===== src/rtl/sclto_pkg.sv =====
package sclto_pkg;

    typedef enum logic [1:0] {
        LM_IDLE  = 2'd0,
        LM_COUNT = 2'd1,
        LM_FIRED = 2'd2
    } low_state_e;

    typedef enum logic [1:0] {
        EX_IDLE  = 2'd0,
        EX_RUN   = 2'd1,
        EX_FIRED = 2'd2
    } ext_state_e;

endpackage


===== src/rtl/sclto_tick_gen.sv =====
module sclto_tick_gen #(
    parameter int CLK_HZ  = 48_000_000,
    parameter int TICK_HZ = 1000
) (
    input  logic clk,
    input  logic rst_n,
    output logic tick_o
);
    localparam int DIV = CLK_HZ / TICK_HZ;
    localparam int CW  = (DIV > 1) ? $clog2(DIV) : 1;

    logic [CW-1:0] div_q;
    logic          wrap;

    assign wrap = (div_q == CW'(DIV - 1));

    always_ff @(posedge clk or negedge rst_n) begin
        if (!rst_n) begin
            div_q  <= '0;
            tick_o <= 1'b0;
        end else begin
            div_q  <= wrap ? '0 : div_q + 1'b1;
            tick_o <= wrap;
        end
    end

    // the tick is a lone pulse, one per prescaler period
    a_r2_tick_single : assert property (@(posedge clk) disable iff (!rst_n)
        tick_o |=> !tick_o);

endmodule


===== src/rtl/sclto_low_timer.sv =====
module sclto_low_timer
    import sclto_pkg::*;
#(
    parameter int LIMIT = 30
) (
    input  logic clk,
    input  logic rst_n,
    input  logic en_i,
    input  logic scl_i,
    input  logic tick_i,
    output logic fire_o,
    output logic fired_o
);
    localparam int CW = $clog2(LIMIT + 1);

    low_state_e    st_q, st_d;
    logic [CW-1:0] cnt_q;
    logic          hit;

    assign hit = tick_i && (cnt_q == CW'(LIMIT - 1));

    always_comb begin
        st_d = st_q;
        unique case (st_q)
            LM_IDLE:  if (en_i && !scl_i) st_d = LM_COUNT;
            LM_COUNT: begin
                if (!en_i || scl_i) st_d = LM_IDLE;
                else if (hit)       st_d = LM_FIRED;
            end
            LM_FIRED: if (!en_i || scl_i) st_d = LM_IDLE;
            default:  st_d = LM_IDLE;
        endcase
    end

    always_ff @(posedge clk or negedge rst_n) begin
        if (!rst_n) begin
            st_q  <= LM_IDLE;
            cnt_q <= '0;
        end else begin
            st_q <= st_d;
            if (st_d != LM_COUNT)
                cnt_q <= '0;
            else if (st_q == LM_COUNT && tick_i)
                cnt_q <= cnt_q + 1'b1;
        end
    end

    always_ff @(posedge clk or negedge rst_n) begin
        if (!rst_n) fire_o <= 1'b0;
        else        fire_o <= (st_q == LM_COUNT) && (st_d == LM_FIRED);
    end

    assign fired_o = (st_q == LM_FIRED);

    // one pulse per low stretch
    a_r4_single_fire : assert property (@(posedge clk) disable iff (!rst_n)
        fire_o |=> !fire_o);
    // a high SCL cycle forbids a pulse next cycle
    a_r3_high_no_fire : assert property (@(posedge clk) disable iff (!rst_n)
        scl_i |=> !fire_o);
    // disabled timer stays silent
    a_r7_low_disabled : assert property (@(posedge clk) disable iff (!rst_n)
        !en_i |=> !fire_o);

endmodule


===== src/rtl/sclto_ext_timer.sv =====
module sclto_ext_timer
    import sclto_pkg::*;
#(
    parameter int LIMIT = 25
) (
    input  logic clk,
    input  logic rst_n,
    input  logic en_i,
    input  logic scl_i,
    input  logic tick_i,
    input  logic start_i,
    input  logic stop_i,
    output logic fire_o,
    output logic fired_o
);
    localparam int CW = $clog2(LIMIT + 2);

    ext_state_e    st_q, st_d;
    logic [CW-1:0] cnt_q;
    logic          low_tick;
    logic          hit;

    assign low_tick = tick_i && !scl_i;
    assign hit      = low_tick && (cnt_q == CW'(LIMIT));

    always_comb begin
        st_d = st_q;
        unique case (st_q)
            EX_IDLE:  if (en_i && start_i) st_d = EX_RUN;
            EX_RUN: begin
                if (!en_i || stop_i) st_d = EX_IDLE;
                else if (hit)        st_d = EX_FIRED;
            end
            EX_FIRED: begin
                if (!en_i || stop_i) st_d = EX_IDLE;
                else if (start_i)    st_d = EX_RUN;
            end
            default:  st_d = EX_IDLE;
        endcase
    end

    always_ff @(posedge clk or negedge rst_n) begin
        if (!rst_n) begin
            st_q  <= EX_IDLE;
            cnt_q <= '0;
        end else begin
            st_q <= st_d;
            if (st_q != EX_RUN || st_d != EX_RUN)
                cnt_q <= '0;
            else if (low_tick)
                cnt_q <= cnt_q + 1'b1;
        end
    end

    always_ff @(posedge clk or negedge rst_n) begin
        if (!rst_n) fire_o <= 1'b0;
        else        fire_o <= (st_q == EX_RUN) && (st_d == EX_FIRED);
    end

    assign fired_o = (st_q == EX_FIRED);

    // a STOP closes the transaction before any pulse
    a_r6_stop_no_fire : assert property (@(posedge clk) disable iff (!rst_n)
        stop_i |=> !fire_o);
    // disabled cumulative timer stays silent
    a_r7_ext_disabled : assert property (@(posedge clk) disable iff (!rst_n)
        !en_i |=> !fire_o);
    // after expiry the timer holds until cleared
    a_r10_hold_fired : assert property (@(posedge clk) disable iff (!rst_n)
        fire_o |=> !fire_o);
    // START and STOP are expected as separate cycles
    a_r6_start_stop_apart : assert property (@(posedge clk) disable iff (!rst_n)
        !(start_i && stop_i));

endmodule


===== src/rtl/sclto_stop_tracker.sv =====
module sclto_stop_tracker (
    input  logic clk,
    input  logic rst_n,
    input  logic addr_match_i,
    input  logic stop_i,
    output logic stop_flag_o
);
    logic addr_q;

    always_ff @(posedge clk or negedge rst_n) begin
        if (!rst_n) begin
            addr_q      <= 1'b0;
            stop_flag_o <= 1'b0;
        end else begin
            addr_q      <= stop_i ? 1'b0 : (addr_q | addr_match_i);
            stop_flag_o <= stop_i && (addr_q || addr_match_i);
        end
    end

    // the flag only follows a STOP
    a_r8_flag_after_stop : assert property (@(posedge clk) disable iff (!rst_n)
        stop_flag_o |-> $past(stop_i));

endmodule


===== src/rtl/sclto_monitor.sv =====
module sclto_monitor #(
    parameter int CLK_HZ    = 48_000_000,
    parameter int TICK_HZ   = 1000,
    parameter int LOW_TICKS = 30,
    parameter int EXT_TICKS = 25
) (
    input  logic clk,
    input  logic rst_n,
    input  logic scl_i,
    input  logic start_det_i,
    input  logic stop_det_i,
    input  logic addr_match_i,
    input  logic low_to_en_i,
    input  logic ext_to_en_i,
    output logic release_rst_o,
    output logic timeout_o,
    output logic stop_flag_o
);
    logic tick;
    logic low_fire, low_fired;
    logic ext_fire, ext_fired;

    sclto_tick_gen #(.CLK_HZ(CLK_HZ), .TICK_HZ(TICK_HZ)) u_tick (
        .clk    (clk),
        .rst_n  (rst_n),
        .tick_o (tick)
    );

    sclto_low_timer #(.LIMIT(LOW_TICKS)) u_low (
        .clk     (clk),
        .rst_n   (rst_n),
        .en_i    (low_to_en_i),
        .scl_i   (scl_i),
        .tick_i  (tick),
        .fire_o  (low_fire),
        .fired_o (low_fired)
    );

    sclto_ext_timer #(.LIMIT(EXT_TICKS)) u_ext (
        .clk     (clk),
        .rst_n   (rst_n),
        .en_i    (ext_to_en_i),
        .scl_i   (scl_i),
        .tick_i  (tick),
        .start_i (start_det_i),
        .stop_i  (stop_det_i),
        .fire_o  (ext_fire),
        .fired_o (ext_fired)
    );

    sclto_stop_tracker u_stop (
        .clk          (clk),
        .rst_n        (rst_n),
        .addr_match_i (addr_match_i),
        .stop_i       (stop_det_i),
        .stop_flag_o  (stop_flag_o)
    );

    assign release_rst_o = low_fire | ext_fire;
    assign timeout_o     = low_fired | ext_fired;

    // status accompanies every release pulse
    a_r9_status_with_pulse : assert property (@(posedge clk) disable iff (!rst_n)
        release_rst_o |-> timeout_o);
    // the release output is a lone pulse
    a_r11_pulse_width : assert property (@(posedge clk) disable iff (!rst_n)
        release_rst_o |=> !release_rst_o);

endmodule


===== config.mk =====
export PLATFORM = sky130hd
export DESIGN_NAME = sclto_monitor
export DESIGN_NICKNAME = d
export VERILOG_FILES = /design/src/rtl/sclto_pkg.sv /design/src/rtl/sclto_tick_gen.sv /design/src/rtl/sclto_low_timer.sv /design/src/rtl/sclto_ext_timer.sv /design/src/rtl/sclto_stop_tracker.sv /design/src/rtl/sclto_monitor.sv
export SDC_FILE = /design/constraint.sdc
export NUM_CORES = 1
export LEC_CHECK = 0
export ABC_AREA = 0
export BUFFER_PORTS_ARGS = -buffer_cell sky130_fd_sc_hd__buf_2
export CAP_MARGIN = 10
export CORE_ASPECT_RATIO = 1.5
export CORE_MARGIN = 2
export CORE_UTILIZATION = 42
export DETAILED_ROUTE_END_ITERATION = 12
export PLACE_DENSITY_LB_ADDON = 0.08
export SYNTH_ARGS = -nofsm -noshare
export SYNTH_HDL_FRONTEND = slang
export SYNTH_SLANG_ARGS = --single-unit

===== constraint.sdc =====
create_clock -name clk -period 3.7 [get_ports clk]
set_input_delay 0.37 -clock clk [delete_from_list [all_inputs] [get_ports clk]]
set_output_delay 0.37 -clock clk [all_outputs]
set_load 0.01 [all_outputs]

=== Yosys cells after proc, flatten, opt, wreduce, memory -nomap -nowiden ===
Index checks and enable logic that the tools add are counted.

* Bits in registers: 35
* Output and inout bits: 3
* Word-level logic and storage cells: 65

* $add $sub $neg: 3
* Equality and inequality tests: 12
* Mux-type cells: 17
* Bitwise gates (word level): 3
* Reduce and logical (&&, ||, !) cells: 20

{| class="wikitable"
|+ Operators with widths
! operator !! count
|-
| two-way mux 5 bit || 4
|-
| two-way mux 2 bit || 9
|-
| adder 16 x 1 -> 16 bit, second input constant || 1
|-
| == test 16 bit, second input constant || 1
|-
| two-way mux 16 bit || 1
|-
| case mux 2 bit (3 select lines) || 2
|-
| adder 5 x 1 -> 5 bit, second input constant || 2
|-
| == test 5 bit, second input constant || 2
|-
| logical AND 1 bit || 9
|-
| == test 2 bit, second input constant || 4
|-
| != test 2 x 1 -> 1 bit, second input constant || 3
|-
| == test 2 x 1 -> 1 bit, second input constant || 2
|-
| zero test 2 bit || 2
|-
| logical OR 1 bit || 4
|-
| nonzero test 2 bit || 2
|-
| zero test 1 bit || 3
|-
| OR 1 bit || 3
|-
| two-way mux 1 bit || 1
|}

=== Longest topological paths before layout ===
* Word-level depth: 9
* Gate-level depth with buffers: 6
* Depth with buffers taken out: 5

=== Hierarchy ===
Synthesis repeated with hierarchy kept, for this count alone.

* Cell total of the unflattened synthesis: 159
* Area, all modules: 1744.2 µm²

{| class="wikitable"
|+ By module, submodules not included
! module !! times used !! cells each !! area each (µm²)
|-
| sclto_tick_gen || 1 || 74 || 829.5
|-
| sclto_ext_timer || 1 || 41 || 432.9
|-
| sclto_low_timer || 1 || 38 || 401.6
|-
| sclto_stop_tracker || 1 || 4 || 67.6
|-
| sclto_monitor || 1 || 2 || 12.5
|}

=== Worst setup path before layout ===
No wires, ideal clock.

* Path type: register to register
* Start: register u_tick.div_q[0]
* End: register u_tick.div_q[11]
* Data arrival time: 1.376 ns
* Slack: 2.191 ns
* Cell stages (with the launch flop): 7
* Cells stage by stage: dfrtp_1 ha_1 nand2_1 or2_1 buf_6 nor3_4 nor2_1

* Word-level cells in the longest chain between the ends: 2

{| class="wikitable"
|+ Ends and longest elaborated chain
! what !! line !! text
|-
| from (decl) || sclto_tick_gen.sv:12 || <nowiki>logic [CW-1:0] div_q;</nowiki>
|-
| from (signal assigned) || sclto_tick_gen.sv:22 || <nowiki>div_q <= wrap ? '0 : div_q + 1'b1;</nowiki>
|-
| adder 16 x 1 -> 16 bit / == test 16 bit (equally long branches) || sclto_tick_gen.sv:22, sclto_tick_gen.sv:15 ||
|-
| two-way mux 16 bit (*) || sclto_tick_gen.sv:22 ||
|}

Every way passes the cells marked *; elsewhere a longest branch is shown, timed or not.
A chain may end at the register's enable or synchronous reset.

=== Final worst setup path ===
* Start: register u_tick.div_q[0]
* End: register u_tick.div_q[9]

The elaborated chain is that of the path after synthesis.

==> impl_metrics.toml <==
[setup_path]
cp.arrival_ps = 1850
worstSetupPathType = "reg2reg"
path_delay_family = "simple AND/OR/NAND/NOR gates"
r2r.worst_path.cells = 5
r2r_end = "u_tick.div_q[9]"
worst-path-max-fanout = 10
crit_slowest_cell = "nor3_4"
required_ps = 3850
worstPathCellList = "ha_1 > nand2_1 > or2_1 > nor3_4 > nor2_1"
end_kind = "flop"
critPathMaxStageDelay_ps = 400
startpoint_type = "flop"
rr_startpoint = "u_tick.div_q[0]"
rrSetupSlack_ps = 2010
worst-path-buf-inv = 0

[die]
rows = 28
die_y_microns = 81.4
initial_utilization = 0.432
die_area_sq_um = 4530
io_pins = 11
core-area_sq_um = 3890
die_w_microns = 55.6

[global_routing]
grt_start_max_net_pins = 36
grt_overflow_total = 0
grt_pass1_vias = 1225
grt_pass1_wl_mm = 5.38
antenna_found_initial = 0
grt_use_total = 0.154

[status]
status = "finished, final reports clean"

[yosys]
synth_warnings = 0
ys.flop_type = "dfrtp_1"
synthTopCellsByCount = "dfrtp_1 (35), nor2_1 (24), xnor2_1 (11)"
yosysMostFrequentCell = "dfrtp_1"
synth_top_cell_area_share = 0.522
synth_cells = 156
syn_area_sq_um = 1680
synth_edf_count = 0
yosysSeqAreaShare = 0.522
postSynth.asyncResetShare = 1.00
synth_area_leaders = "dfrtp_1 (52%), xnor2_1 (5.7%), nor2_1 (5.4%), xor2_1 (5.2%), ha_1 (3.7%)"
yosys_register_bits = 35
syn-num-nets = 169
yosysTopAreaCell = "dfrtp_1"
ys_types = 33
synth.avg_cell_area_sq_um = 10.8

[place]
dpl.hpwl_mm = 2.14
pre_cts_slack_ps = 2000
placed_area_sq_um = 1770
place_congestion = 0.788
port_buffers = 10
dp_cells = 208

[clock_network]
clk_pin_slew_ps = 60
clock-sinks = 35
cts_tree = "done"
cts_root_buf = "clkbuf_8"
post_cts_buffers = 0
clock_latency_ps = 280
ctsHoldBuffers = 0
cts_buffers = 5
clock_path_buffers = 2
cts-resized-gates = 0
cts_max_level = 2

[run]
max_cap_violations = 0

[sta]
max_freq_mhz = 591
finalWorstSetupSlack_ps = 2010
tightest_slew_ps = 771
min_period_over_period = 0.458
hold_violations = 0
slew_headroom = 0.486
rsz0062_at_grt = "false"
fin_skew_ps = 4.05
finalMaxSlewViolations = 0
timing.hold.ws_ps = 159
period_minus_slack_ps = 1690
fin_tns_setup_ps = 0
finalSetupViolCount = 0

[routing]
drtAntennaViolNets = 0
routed.top_layer = "met4"
drt_iter0_markers = 37
route.met2.wl_mm = 1.62
vias = 1150
drc = 0
wire_per_inst_microns = 13.6
dr.pass1.iters = 4
wl_mm = 2.93
vias_per_cell = 5.32
wl_met3_microns = 121
m1WireLength_mm = 1.15

[power_and_ir_drop]
peakVddDrop_uv = 273
p_leak_nw = 0.845
power_mw = 0.666
powerDensity_nw_per_um2 = 361

[layout]
antenna_cells = 0
fin_nets = 183
fin_util = 0.475
fillers = 383
final_cell_count_no_fill = 216
design_area_sq_um = 1850
area_growth_syn_to_layout_pct = 10.1
layout-drive-gt1-share = 0.135

[hold_path]
holdCritPathClass = "in2async"
[state kept, by name, indices dropped and copies added, names as in the netlist]
signal	cells
u_stop.stop_flag_o	1
u_ext.fire_o	1
u_low.st_q	2
u_low.fire_o	1
u_tick.tick_o	1
u_ext.st_q	2
u_low.cnt_q	5
u_stop.addr_q	1
u_ext.cnt_q	5
u_tick.div_q	16
[report_power, final]
group	switching, mW	leakage, nW	total, mW	internal (mW)
Combinational	0.0139	0.333	0.0207	0.00674
Clock	0.127	0.0422	0.259	0.132
Sequential	0.00130	0.470	0.387	0.385
[layer usage]
metal,vias up,track usage
li1,556,-
met1,570,0.165
met2,19,0.279
met3,5,0.0472
met4,0,0.0659
met5,-,0
[placed cells by master, fill, tap and decap left out, types with 2 or more instances in the layout]
cell and count:
clkbuf_8 5, nand4_1 8, a211oi_1 3, nand2b_1 3, nor2b_1 7, clkbuf_1 2
nor2_1 24, and3b_1 3, nor3_1 2, xor2_1 10, ha_1 5, buf_2 10
xnor2_1 11, nand2_1 8, dfrtp_1 35, nor4_1 4, inv_1 6, nand3_1 7
nor3b_1 2
[worst reg2reg max path, cell delays in order (launching register included)]
cell     delay, ps
dfrtp_1        370
ha_1           230
nand2_1        110
or2_1          360
nor3_4         400
nor2_1         100
[area by class of cell]
class / count / area (sq um) / share of cell area
multi-input cells: 112 / 762 / 0.412
flip-flops and latches: 35 / 876 / 0.474
clock buffers: 7 / 76.3 / 0.0413
well taps: 45 / 56.3 / 0.0305
inverters: 6 / 22.5 / 0.0122
repair buffers: 10 / 50.0 / 0.0271
clock inverters: 1 / 5.00 / 0.00271
[cells by family after synthesis]
group / synth area share
AO/OA/AOI/OAI: 0.0276
XOR/XNOR: 0.110
flip-flops: 0.522
buffers and inverters: 0.0246
multiplexers: 0.00596
adder cells (fa/ha/maj): 0.0373
AND/OR/NAND/NOR: 0.273
[worst max-delay path by stage]
stage	depth (start not counted)	slack, ps	start	endpoint
5_1_grt	5	1800	u_tick.div_q[0]	u_tick.div_q[7]
3_5_place_dp	5	2000	u_tick.div_q[0]	u_tick.div_q[9]
4_1_cts	5	1990	u_tick.div_q[0]	u_tick.div_q[9]
6_report	5	2010	u_tick.div_q[0]	u_tick.div_q[9]
2_1_floorplan	6	2190	u_tick.div_q[0]	u_tick.div_q[11]
3_3_place_gp	5	2030	u_tick.div_q[0]	u_tick.div_q[3]
(Power assumes the default switching activity.)
